$ cat src/rtl/fsup_pkg.sv
package fsup_pkg;
  typedef struct packed {
    logic ov;
    logic uv;
    logic tw;
    logic tsd;
  } glob_stat_t;

  function automatic int imax(input int a, input int b);
    return (a > b) ? a : b;
  endfunction
endpackage

$ cat src/rtl/fsup_tick.sv
module fsup_tick #(
  parameter int DIV = 100
) (
  input  logic clk,
  input  logic rst_n,
  output logic tick
);
  generate
    if (DIV <= 1) begin : g_every
      logic t_q;
      always_ff @(posedge clk or negedge rst_n)
        if (!rst_n) t_q <= 1'b0;
        else        t_q <= 1'b1;
      assign tick = t_q;
    end else begin : g_div
      localparam int CW = $clog2(DIV);
      localparam logic [CW-1:0] LAST = CW'(DIV - 1);
      logic [CW-1:0] cnt;
      always_ff @(posedge clk or negedge rst_n)
        if (!rst_n)          cnt <= '0;
        else if (cnt == LAST) cnt <= '0;
        else                 cnt <= cnt + 1'b1;
      assign tick = (cnt == LAST);
    end
  endgenerate
endmodule

$ cat src/rtl/fsup_filt.sv
module fsup_filt #(
  parameter int THRESH = 32
) (
  input  logic clk,
  input  logic rst_n,
  input  logic tick,
  input  logic raw,
  output logic evt
);
  localparam int CW = $clog2(THRESH + 1);
  localparam logic [CW-1:0] TOP  = CW'(THRESH);
  localparam logic [CW-1:0] TOPM = CW'(THRESH - 1);

  logic [CW-1:0] cnt;

  always_ff @(posedge clk or negedge rst_n)
    if (!rst_n)                   cnt <= '0;
    else if (!raw)                cnt <= '0;
    else if (tick && cnt != TOP)  cnt <= cnt + 1'b1;

  assign evt = raw & tick & (cnt == TOPM);

  generate
    if (THRESH > 1) begin : g_chk
      AST_EVT_NEEDS_HISTORY: assert property (@(posedge clk) disable iff (!rst_n)
        evt |-> $past(raw));
    end
  endgenerate
endmodule

$ cat src/rtl/fsup_chan.sv
module fsup_chan #(
  parameter int SHORT_TICKS  = 32,
  parameter int LONG_TICKS   = 1000,
  parameter int OFF_LO_TICKS = 224,
  parameter int OFF_HI_TICKS = 96
) (
  input  logic clk,
  input  logic rst_n,
  input  logic tick,
  input  logic oc_raw,
  input  logic ol_raw,
  input  logic rec_en,
  input  logic duty_hi,
  input  logic gl_off,
  input  logic clr,
  output logic dis,
  output logic oc_stat,
  output logic ol_stat
);
  import fsup_pkg::*;
  localparam int OFF_MAX = imax(OFF_LO_TICKS, OFF_HI_TICKS);
  localparam int OW = $clog2(OFF_MAX + 1);

  logic lock, retry;
  logic [OW-1:0] off_cnt;
  logic oc_evt, ol_evt;

  assign dis = lock | retry | gl_off;

  fsup_filt #(.THRESH(SHORT_TICKS)) u_oc (
    .clk(clk), .rst_n(rst_n), .tick(tick), .raw(oc_raw & ~dis), .evt(oc_evt));
  fsup_filt #(.THRESH(LONG_TICKS)) u_ol (
    .clk(clk), .rst_n(rst_n), .tick(tick), .raw(ol_raw & ~dis), .evt(ol_evt));

  always_ff @(posedge clk or negedge rst_n)
    if (!rst_n) begin
      oc_stat <= 1'b0;
      ol_stat <= 1'b0;
      lock    <= 1'b0;
      retry   <= 1'b0;
      off_cnt <= '0;
    end else begin
      if (oc_evt)   oc_stat <= 1'b1;
      else if (clr) oc_stat <= 1'b0;
      if (ol_evt)   ol_stat <= 1'b1;
      else if (clr) ol_stat <= 1'b0;
      if (oc_evt && !rec_en) lock <= 1'b1;
      else if (clr)          lock <= 1'b0;
      if (oc_evt && rec_en) begin
        retry   <= 1'b1;
        off_cnt <= duty_hi ? OW'(OFF_HI_TICKS) : OW'(OFF_LO_TICKS);
      end else if (retry && tick) begin
        if (off_cnt <= OW'(1)) retry <= 1'b0;
        else                   off_cnt <= off_cnt - 1'b1;
      end
    end

  AST_LOCK_HOLDS: assert property (@(posedge clk) disable iff (!rst_n)
    lock && !clr |=> lock && dis);
  AST_RETRY_KEEPS_STATUS: assert property (@(posedge clk) disable iff (!rst_n)
    $fell(retry) && !$past(clr) |-> oc_stat);
  AST_OC_SET_WINS: assert property (@(posedge clk) disable iff (!rst_n)
    oc_evt |=> oc_stat && dis);
endmodule

$ cat src/rtl/fsup_glob.sv
module fsup_glob #(
  parameter int SHORT_TICKS = 32
) (
  input  logic clk,
  input  logic rst_n,
  input  logic tick,
  input  logic ov_raw,
  input  logic uv_raw,
  input  logic tw_raw,
  input  logic tsd_raw,
  input  logic sup_rec_dis,
  input  logic clr,
  output fsup_pkg::glob_stat_t st,
  output logic gl_off
);
  logic ov_evt, uv_evt, tw_evt, tsd_evt, good_evt;
  logic sup_bad, good_ok;
  logic sup_fault;

  assign sup_fault = ov_raw | uv_raw;

  fsup_filt #(.THRESH(SHORT_TICKS)) u_ov (
    .clk(clk), .rst_n(rst_n), .tick(tick), .raw(ov_raw), .evt(ov_evt));
  fsup_filt #(.THRESH(SHORT_TICKS)) u_uv (
    .clk(clk), .rst_n(rst_n), .tick(tick), .raw(uv_raw), .evt(uv_evt));
  fsup_filt #(.THRESH(SHORT_TICKS)) u_good (
    .clk(clk), .rst_n(rst_n), .tick(tick), .raw(~sup_fault), .evt(good_evt));
  fsup_filt #(.THRESH(SHORT_TICKS)) u_tw (
    .clk(clk), .rst_n(rst_n), .tick(tick), .raw(tw_raw), .evt(tw_evt));
  fsup_filt #(.THRESH(SHORT_TICKS)) u_tsd (
    .clk(clk), .rst_n(rst_n), .tick(tick), .raw(tsd_raw), .evt(tsd_evt));

  always_ff @(posedge clk or negedge rst_n)
    if (!rst_n) begin
      st      <= '0;
      sup_bad <= 1'b0;
      good_ok <= 1'b0;
    end else begin
      if (ov_evt)   st.ov <= 1'b1;
      else if (clr) st.ov <= 1'b0;
      if (uv_evt)   st.uv <= 1'b1;
      else if (clr) st.uv <= 1'b0;
      if (tw_evt)                 st.tw <= 1'b1;
      else if (clr && !tw_raw)    st.tw <= 1'b0;
      if (tsd_evt)                st.tsd <= 1'b1;
      else if (clr && !tsd_raw)   st.tsd <= 1'b0;
      if (sup_fault)     good_ok <= 1'b0;
      else if (good_evt) good_ok <= 1'b1;
      if (ov_evt || uv_evt)                             sup_bad <= 1'b1;
      else if (sup_bad && good_ok && (!sup_rec_dis || clr)) sup_bad <= 1'b0;
    end

  assign gl_off = sup_bad | st.tsd;

  AST_SUP_HELD: assert property (@(posedge clk) disable iff (!rst_n)
    sup_bad && sup_rec_dis && !clr |=> sup_bad);
  AST_TW_STICKY: assert property (@(posedge clk) disable iff (!rst_n)
    st.tw && tw_raw |=> st.tw);
  AST_TSD_STICKY: assert property (@(posedge clk) disable iff (!rst_n)
    st.tsd && tsd_raw |=> st.tsd && gl_off);
  AST_SUP_SET_WINS: assert property (@(posedge clk) disable iff (!rst_n)
    ov_evt || uv_evt |=> gl_off);
endmodule

$ cat src/rtl/fault_supervisor.sv
module fault_supervisor #(
  parameter int NCH          = 6,
  parameter int TICK_DIV     = 100,
  parameter int SHORT_TICKS  = 32,
  parameter int LONG_TICKS   = 1000,
  parameter int OFF_LO_TICKS = 224,
  parameter int OFF_HI_TICKS = 96
) (
  input  logic           clk,
  input  logic           rst_n,
  input  logic [NCH-1:0] oc_raw,
  input  logic [NCH-1:0] ol_raw,
  input  logic           ov_raw,
  input  logic           uv_raw,
  input  logic           tw_raw,
  input  logic           tsd_raw,
  input  logic [NCH-1:0] oc_rec_en,
  input  logic           duty_hi,
  input  logic           sup_rec_dis,
  input  logic           clr_stb,
  output logic [NCH-1:0] ch_dis,
  output logic [NCH-1:0] oc_stat,
  output logic [NCH-1:0] ol_stat,
  output logic           ov_stat,
  output logic           uv_stat,
  output logic           tw_stat,
  output logic           tsd_stat,
  output logic           any_fault
);
  import fsup_pkg::*;

  logic       tick;
  logic       gl_off;
  glob_stat_t gst;

  fsup_tick #(.DIV(TICK_DIV)) u_tick (.clk(clk), .rst_n(rst_n), .tick(tick));

  fsup_glob #(.SHORT_TICKS(SHORT_TICKS)) u_glob (
    .clk(clk), .rst_n(rst_n), .tick(tick),
    .ov_raw(ov_raw), .uv_raw(uv_raw), .tw_raw(tw_raw), .tsd_raw(tsd_raw),
    .sup_rec_dis(sup_rec_dis), .clr(clr_stb), .st(gst), .gl_off(gl_off));

  generate
    for (genvar i = 0; i < NCH; i++) begin : g_ch
      fsup_chan #(
        .SHORT_TICKS(SHORT_TICKS), .LONG_TICKS(LONG_TICKS),
        .OFF_LO_TICKS(OFF_LO_TICKS), .OFF_HI_TICKS(OFF_HI_TICKS)
      ) u_ch (
        .clk(clk), .rst_n(rst_n), .tick(tick),
        .oc_raw(oc_raw[i]), .ol_raw(ol_raw[i]), .rec_en(oc_rec_en[i]),
        .duty_hi(duty_hi), .gl_off(gl_off), .clr(clr_stb),
        .dis(ch_dis[i]), .oc_stat(oc_stat[i]), .ol_stat(ol_stat[i]));
    end
  endgenerate

  assign ov_stat   = gst.ov;
  assign uv_stat   = gst.uv;
  assign tw_stat   = gst.tw;
  assign tsd_stat  = gst.tsd;
  assign any_fault = (|oc_stat) | (|ol_stat) | gst.ov | gst.uv | gst.tw | gst.tsd;

  AST_SHUTDOWN_ALL_OFF: assert property (@(posedge clk) disable iff (!rst_n)
    $rose(tsd_stat) |-> &ch_dis);
  AST_FAULT_VISIBLE: assert property (@(posedge clk) disable iff (!rst_n)
    $rose(tsd_stat) || $rose(ov_stat) |-> any_fault);
endmodule

$ cat config.mk
export PLATFORM = sky130hd
export DESIGN_NAME = fault_supervisor
export DESIGN_NICKNAME = d
export VERILOG_FILES = /design/src/rtl/fsup_pkg.sv /design/src/rtl/fsup_tick.sv /design/src/rtl/fsup_filt.sv /design/src/rtl/fsup_chan.sv /design/src/rtl/fsup_glob.sv /design/src/rtl/fault_supervisor.sv
export SDC_FILE = /design/constraint.sdc
export NUM_CORES = 1
export LEC_CHECK = 0
export BUFFER_PORTS_ARGS = -buffer_cell sky130_fd_sc_hd__buf_4
export CAP_MARGIN = 0
export CORE_ASPECT_RATIO = 1.4
export CORE_MARGIN = 2
export CORE_UTILIZATION = 56
export DETAILED_ROUTE_END_ITERATION = 16
export GPL_ROUTABILITY_DRIVEN = 1
export PLACE_DENSITY = 0.78
export SLEW_MARGIN = 10
export SYNTH_ARGS = -nofsm -noshare
export SYNTH_HDL_FRONTEND = slang
export SYNTH_SLANG_ARGS = --single-unit
$ cat constraint.sdc
create_clock -name clk -period 4.8 [get_ports clk]
set_input_delay 1.2 -clock clk [delete_from_list [all_inputs] [get_ports clk]]
set_output_delay 1.2 -clock clk [all_outputs]
set_load 0.05 [all_outputs]
### After elaboration in Yosys (flattened, before gate mapping)

Cells that the tools add are included.

* output and inout bits: 23
* bits in registers: 211

* bitwise operators: 72
* $lt $le $gt $ge: 6
* add/sub/neg operators: 24
* eq/ne operators: 57
* mux-type cells: 101
* reduce and logical (&&, ||, !) cells: 101

Operator list (number)
* 2-to-1 mux 8 bit: 19
* 2-to-1 mux 6 bit: 22
* 2-to-1 mux 10 bit: 12
* nonzero test 2 bit: 37
* adder 6 x 1 -> 6 bit, second input constant: 11
* equality test 6 x 5 -> 1 bit, second input constant: 11
* != test 6 bit, second input constant: 11
* adder 10 x 1 -> 10 bit, second input constant: 6
* equality test 10 bit, second input constant: 6
* != test 10 bit, second input constant: 6
* less-or-equal comparator 8 x 1 -> 1 bit, second input constant: 6
* subtractor 8 x 1 -> 8 bit, second input constant: 6
* 2-to-1 mux 1 bit: 47
* bitwise AND 1 bit: 46
* != test 2 x 1 -> 1 bit, second input constant: 22
* logical AND 1 bit: 39
* AND reduction 2 bit: 12
* bitwise OR 1 bit: 19
* OR reduction 6 bit: 2
* logical NOT 1 bit: 9
* adder 7 x 1 -> 7 bit, second input constant: 1
* equality test 7 bit, second input constant: 1
* 2-to-1 mux 7 bit: 1
* NOT 1 bit: 7
* logical OR 1 bit: 2

### Longest topological paths before layout

Gate-level depths: netlist of the first run.

* depth after elaboration: 9
* gate-level depth with buffers: 8

### Hierarchy

Synthesis of the first run repeated with hierarchy kept, for this count alone.

* cell total of the unflattened synthesis: 1306
* area total of the unflattened synthesis: 12670.9 µm²

Modules (own cells, without submodules)
* fsup_filt at g_ch[0].u_ch.u_oc ...: cells an instance 43, times used 11, sequential area each 150.1 µm², area an instance 402.9 µm²
* fsup_chan: cells an instance 66, times used 6, sequential area each 300.3 µm², area an instance 669.4 µm²
* fsup_filt at g_ch[0].u_ch.u_ol ...: cells an instance 64, times used 6, sequential area each 250.2 µm², area an instance 603.1 µm²
* fsup_tick: cells an instance 28, times used 1, sequential area each 175.2 µm², area an instance 336.6 µm²
* fsup_glob: cells an instance 20, times used 1, sequential area each 150.1 µm², area an instance 236.5 µm²
* fault_supervisor: cells an instance 5, times used 1, sequential area each 0.0 µm², area an instance 31.3 µm²

### Least setup slack after synthesis of the first run

Ideal clock, no wire load.

* path kind: reg2out
* start point: register u_glob.st[0] (netlist bit)
* end point: output ch_dis[4]
* cell stages (with the launch flop): 5
* data arrival time: 1.484 ns
* path slack: 2.116 ns
* path through: dfrtp_1 > buf_2 > nor4_1 > inv_1 > buf_4

* cells in the longest elaborated chain, start to end: 2

Ends and longest elaborated chain
* start: declaration: RTL line fsup_glob.sv:13 `output fsup_pkg::glob_stat_t st,`
* bitwise OR 1 bit: RTL line fsup_glob.sv:53 `assign gl_off = sup_bad | st.tsd;`
* bitwise OR 1 bit: RTL line fsup_chan.sv:28 `assign dis = lock | retry | gl_off;`
* end: declaration: RTL line fault_supervisor.sv:21 `output logic [NCH-1:0] ch_dis,`

Every way passes these cells.

### Worst setup path in the final report of the first run

* start point: register u_glob.st[0] (netlist bit)
* end point: output ch_dis[3]

The elaborated chain is that of the path after synthesis.

==> results.yml, run 1 <==
outcome:
  status: "complete, no violations"
layout:
  final_util_pct: 62.79
  area_growth_pct: 10.53
  nets: 1267
  layout_common_cells: "211 x dfrtp_1, 143 x nor2_1, 82 x nand2_1, 77 x xnor2_1, 72 x inv_1"
  drive_gt1_share_pct: 10.20
  layout_commonest_cell: "dfrtp_1"
  fin_area_um2: 12460
  antennaDiodeCount: 0
global_route:
  grt_max_degree: 107
  grt_usage_pct: 24.12
  grt_pass1_wl_um: 41140
  antenna_found_initial: 0
  grt_pass1_vias: 8470
  overflow: 0
worst_hold_path:
  worstHoldStart: "u_tick.g_div.cnt[0]"
  whs_path_depth: 1
  hold_end: "u_tick.g_div.cnt[0]"
  hold_path.class: "flip-flop to flip-flop"
worst_setup_path:
  required_ns: 3.60
  regToRegStartpoint: "u_tick.g_div.cnt[0]"
  critPathCaptureType: "primary output"
  regToRegEndpoint: "g_ch[5].u_ch.u_ol.cnt[2]"
  cpPeakStageDelay_ns: 0.76
  path_cells: "nor4_1 -> inv_1 -> buf_4"
  arrival_ns: 2.13
  path_buf_inv: 2
  critPathLaunchType: "flip-flop"
  worstSetupPathType: "flip-flop to primary output"
  slowest_stage: "nor4_1"
  r2r_cells: 6
  critPathTopFamily: "simple AND/OR/NAND/NOR gates"
  cp_max_fo: 10
  reg2reg_slack_ns: 1.54
sta:
  setup_tns_ns: 0
  fin_skew_ns: 0.01482
  fmax_mhz: 300.0
  rsz0062_at_grt: "no"
  finalHoldViolCount: 0
  fin_crit_sh_pct: 69.44
  slew_headroom_pct: 25.29
  setup_viol: 0
  worst_pin_slew_ns: 1.120
  drv_slew: 0
  fin_crit_ns: 3.333
placed_design:
  place_area_um2: 11760
  gp_congestion: 0.8563
  dp_hpwl_um: 16780
  port_buffers: 49
floorplanning:
  die-area_um2: 21300
  die_h_um: 171.9
  coreArea_um2: 19840
  rows: 61
  die_w_um: 123.9
  io_pins: 50
  start_util_pct: 56.81
detailed_routing:
  wirelength_um: 24620
  wl_met1_um: 10230
  post-route-drc-count: 0
  drt-pass1-iter-count: 5
  wl_met3_um: 949
  wl_per_cell_um: 16.88
  drtAntennaViolNets: 0
  dr.first_iter.drc_count: 551
  wl_met2_um: 12660
  vias: 8535
  viasPerCell: 5.854
  top_layer_used: "met4"
pwr:
  p_leak_nw: 5.099
  power-per-cell-area_nw_per_um2: 283.8
  vdd.ir_drop.worst_uv: 201.6
yosys:
  yosys_register_bits: 211
  yosysSeqAreaShare_pct: 46.84
  synth_ff_type: "dfrtp_1"
  synthArstFlopShare_pct: 100.0
  synth.cell_area_um2: 11270
  syn_inst: 1158
  synth_nets: 1232
  synth_cell_types: 71
  ys_warn_count: 0
  synth-edff-count: 0
  avgSynthCellArea_um2: 9.735
clock_network:
  cts.clk_slew.worst_paths_ns: 0.06
  ctsHtreeMaxLevel: 1
  cts_hold_buf: 0
  post_cts_resize_count: 0
  cts_sinks: 211
  cts_setup_buffers: 0
  cts_buffer_depth: 3
  cts_buffers: 22
  clock_latency_ns: 0.51
  cts_tree: "built"
  cts_root_buf: "clkbuf_16"
run:
  max_cap_violations: 0
==> synthesized netlist by cell type, types with 14 or more instances <==
library cell	instances	area [um2]
ha_1	47	588.1
and2_1	22	137.6
nand4_1	52	325.3
clkbuf_1	14	52.55
nand3_1	46	230.2
a21oi_1	33	165.2
dfrtp_1	211	5280
buf_4	19	142.6
o21ai_0	39	195.2
nand2_1	82	307.8
nor4_1	20	125.1
xnor2_1	77	674.4
nor3_1	34	170.2
nor2_1	144	540.5
inv_1	72	270.3
or3_1	27	168.9
xor2_1	41	359.1
mux2i_1	22	220.2
==> where the power goes <==
| group | internal, mW | switching [mW] |
|---|---|---|
| clock | 0.992 | 0.688 |
| sequential | 1.78 | 0.00176 |
| combinational | 0.0200 | 0.0548 |
| total | 2.79 | 0.745 |
==> layout make-up <==
type	instances	area [um2]
fill	1650	7383
multi-input combinational	828	5461
sequential	211	5280
clock buffer	35	660.6
timing repair buffer	56	426.7
tap	252	315.3
inverter	74	277.8
clock inverter	2	38.79
==> registers in the layout, summed over array words and instances, names as in the netlist <==
signal              cells
u_glob.u_good.cnt       6
u_glob.u_uv.cnt         6
u_tick.g_div.cnt        7
u_glob.st               4
u_glob.sup_bad          1
u_glob.good_ok          1
g_ch.u_ch.retry         6
g_ch.u_ch.ol_stat       6
u_glob.u_ov.cnt         6
g_ch.u_ch.off_cnt      48
g_ch.u_ch.oc_stat       6
u_glob.u_tw.cnt         6
g_ch.u_ch.u_oc.cnt     36
g_ch.u_ch.lock          6
u_glob.u_tsd.cnt        6
g_ch.u_ch.u_ol.cnt     60
==> worst max-delay path by stage <==
stage / from / endpoint / slack (ns) / depth (start not counted)
after global placement: u_tick.g_div.cnt[0] / g_ch[5].u_ch.u_ol.cnt[2] / 1.68 / 6
after floorplan: u_glob.st[0] / ch_dis[4] / 2.12 / 4
after global routing: u_glob.st[0] / ch_dis[3] / 1.32 / 3
after CTS: u_glob.sup_bad / ch_dis[3] / 1.42 / 3
after detailed placement: u_tick.g_div.cnt[0] / g_ch[5].u_ch.u_ol.cnt[2] / 1.53 / 6
final: u_glob.st[0] / ch_dis[3] / 1.47 / 3
==> metrics by stage <==
step,worst slack [ns],instances,power [mW],hold WS (ns)
after floorplan,2.116,1158,1.825,0.4331
after global placement,1.682,1421,1.892,0.4441
after detailed placement,1.533,1421,1.893,0.4718
after CTS,1.415,1458,3.574,0.4800
after global routing,1.325,1458,3.641,0.5129
final,1.467,1458,3.537,0.4831
==> layer usage <==
| metal | up-vias | track usage (%) |
|---|---|---|
| met3 | 46 | 2.935 |
| met1 | 4235 | 29.59 |
| met5 | - | 0 |
| met2 | 185 | 43.33 |
| met4 | 0 | 8.647 |
| li1 | 4069 | - |
==> cell families after synthesis <==
kind of cell / synth area share (%)
AND/OR/NAND/NOR: 23.78
buffers and inverters: 4.784
flip-flops: 46.84
multiplexers: 1.953
AO/OA/AOI/OAI: 8.257
XOR/XNOR: 9.168
adder cells (fa/ha/maj): 5.216
No activity file was read; power rests on OpenSTA's default activity.
==> run 2: changes to the inputs <==
clock period = 3.1 ns   (was 4.8 ns; I/O delays follow)
==> results.yml, run 2 (synthesis gave the netlist of run 1 again) <==
clock_network:
  ctsHtreeMaxLevel: 1
  cts_root_buf: "clkbuf_16"
  cts_sinks: 211
  cts_buffers: 22
  cts_hold_buf: 0
  cts_setup_buffers: 0
  clock_latency_ns: 0.51
  post_cts_resize_count: 0
  cts.clk_slew.worst_paths_ns: 0.06
  cts_tree: "built"
  cts_buffer_depth: 3
detailed_routing:
  drt-pass1-iter-count: 5
  dr.first_iter.drc_count: 560
  wl_per_cell_um: 16.85
  viasPerCell: 5.866
  drtAntennaViolNets: 0
  vias: 8646
  post-route-drc-count: 0
  wirelength_um: 24840
layout:
  layout_common_cells: "211 x dfrtp_1, 143 x nor2_1, 82 x nand2_1, 77 x xnor2_1, 72 x inv_1"
  drive_gt1_share_pct: 11.62
  largest_register: "g_ch.u_ch.u_ol.cnt"
  fin_area_um2: 12700
  layout_commonest_cell: "dfrtp_1"
  antennaDiodeCount: 0
  reg_top3: "g_ch.u_ch.u_ol.cnt x60, g_ch.u_ch.off_cnt x48, g_ch.u_ch.u_oc.cnt x36"
  instances_no_fill: 1474
  final.fill_count: 1617
  nets: 1280
  largest_register_ffs: 60
  final_util_pct: 64.02
  area_growth_pct: 12.70
sta:
  fmax_mhz: 352.2
  rsz0062_at_grt: "no"
  fin_crit_sh_pct: 91.59
  fin_crit_ns: 2.839
  setup_ws_ns: 0.2606
  whs_ns: 0.3107
  fin_skew_ns: 0.01427
  worst_pin_slew_ns: 0.7558
  setup_viol: 0
  slew_headroom_pct: 48.96
  setup_tns_ns: 0
  drv_slew: 0
  finalHoldViolCount: 0
floorplanning:
  die_w_um: 123.9
  start_util_pct: 56.81
  die_h_um: 171.9
  die-area_um2: 21300
  io_pins: 50
  rows: 61
  coreArea_um2: 19840
worst_setup_path:
  worstSetupPathType: "flip-flop to primary output"
  arrival_ns: 2.06
  critPathCaptureType: "primary output"
  required_ns: 2.32
  critPathLaunchType: "flip-flop"
  cp_max_fo: 7
global_route:
  grt_usage_pct: 24.14
  grt_pass1_wl_um: 41130
  overflow: 0
  grt_max_degree: 87
  antenna_found_initial: 0
  grt_pass1_vias: 8478
worst_hold_path:
  hold_path.class: "input port to async pin"
pwr:
  p_leak_nw: 5.228
  finalPower_mw: 5.815
  vdd.ir_drop.worst_uv: 418.4
  power-per-cell-area_nw_per_um2: 457.7
placed_design:
  preCtsSetupSlack_ns: 0.6410
  dp_hpwl_um: 17190
  port_buffers: 49
  dp_cells: 1434
  gp_congestion: 0.8606
  place_area_um2: 11900
outcome:
  status: "complete, no violations"
run:
  max_cap_violations: 0
-- run 2: cell count changes in the layout (fill, tap and decap cells not counted), moves of 2 or more --
| cell | before | now |
|---|---|---|
| buf_4 | 55 | 65 |
| buf_12 | 0 | 3 |
| clkinv_2 | 0 | 2 |
| bufinv_16 | 1 | 5 |
| clkbuf_1 | 8 | 5 |
-- run 2: area by class of cell --
type / count / area [um2] / share of cell area, %
inverter: 74 / 277.8 / 2.186
sequential: 211 / 5280 / 41.56
multi-input combinational: 828 / 5461 / 42.99
tap: 252 / 315.3 / 2.482
clock buffer: 31 / 624.3 / 4.914
clock inverter: 9 / 183.9 / 1.448
timing repair buffer: 69 / 561.8 / 4.422
-- run 2: final timing paths --
check,start,to,slack (ns),cells past startpoint
worst max-delay path,u_glob.sup_bad,ch_dis[2],0.26,3
worst min-delay path,rst_n,g_ch[1].u_ch.u_ol.cnt[6],0.31,1
worst max register to register,u_tick.g_div.cnt[3],g_ch[5].u_ch.u_ol.cnt[2],0.59,5
worst min register to register,u_tick.g_div.cnt[0],u_tick.g_div.cnt[0],0.48,1
max in group asynchronous,rst_n,g_ch[3].u_ch.u_ol.cnt[2],2.02,2
min in group clk,oc_rec_en[3],g_ch[3].u_ch.lock,0.46,2
-- run 2: worst max-delay path, stage by stage, from the launching register on --
cell and delay [ns]:
dfrtp_1 0.56, nor4_2 0.68, inv_1 0.09, buf_4 0.21
-- run 2: per-layer routing --
layer  routed length, um  up-vias  track usage (%)
li1                    -     4108                -
met1               10400     4297            30.57
met2               12620      191            42.19
met3                 983       50            2.672
met4                 828        0            9.282
met5                   0        -                0
-- run 2: power breakdown --
part           total, mW  internal (mW)  switching [mW]  leakage (nW)
sequential          2.76           2.76         0.00267          2.68
clock               2.93           1.83            1.11         0.391
combinational      0.124         0.0370          0.0869          2.15
total               5.81           4.62            1.19          5.23
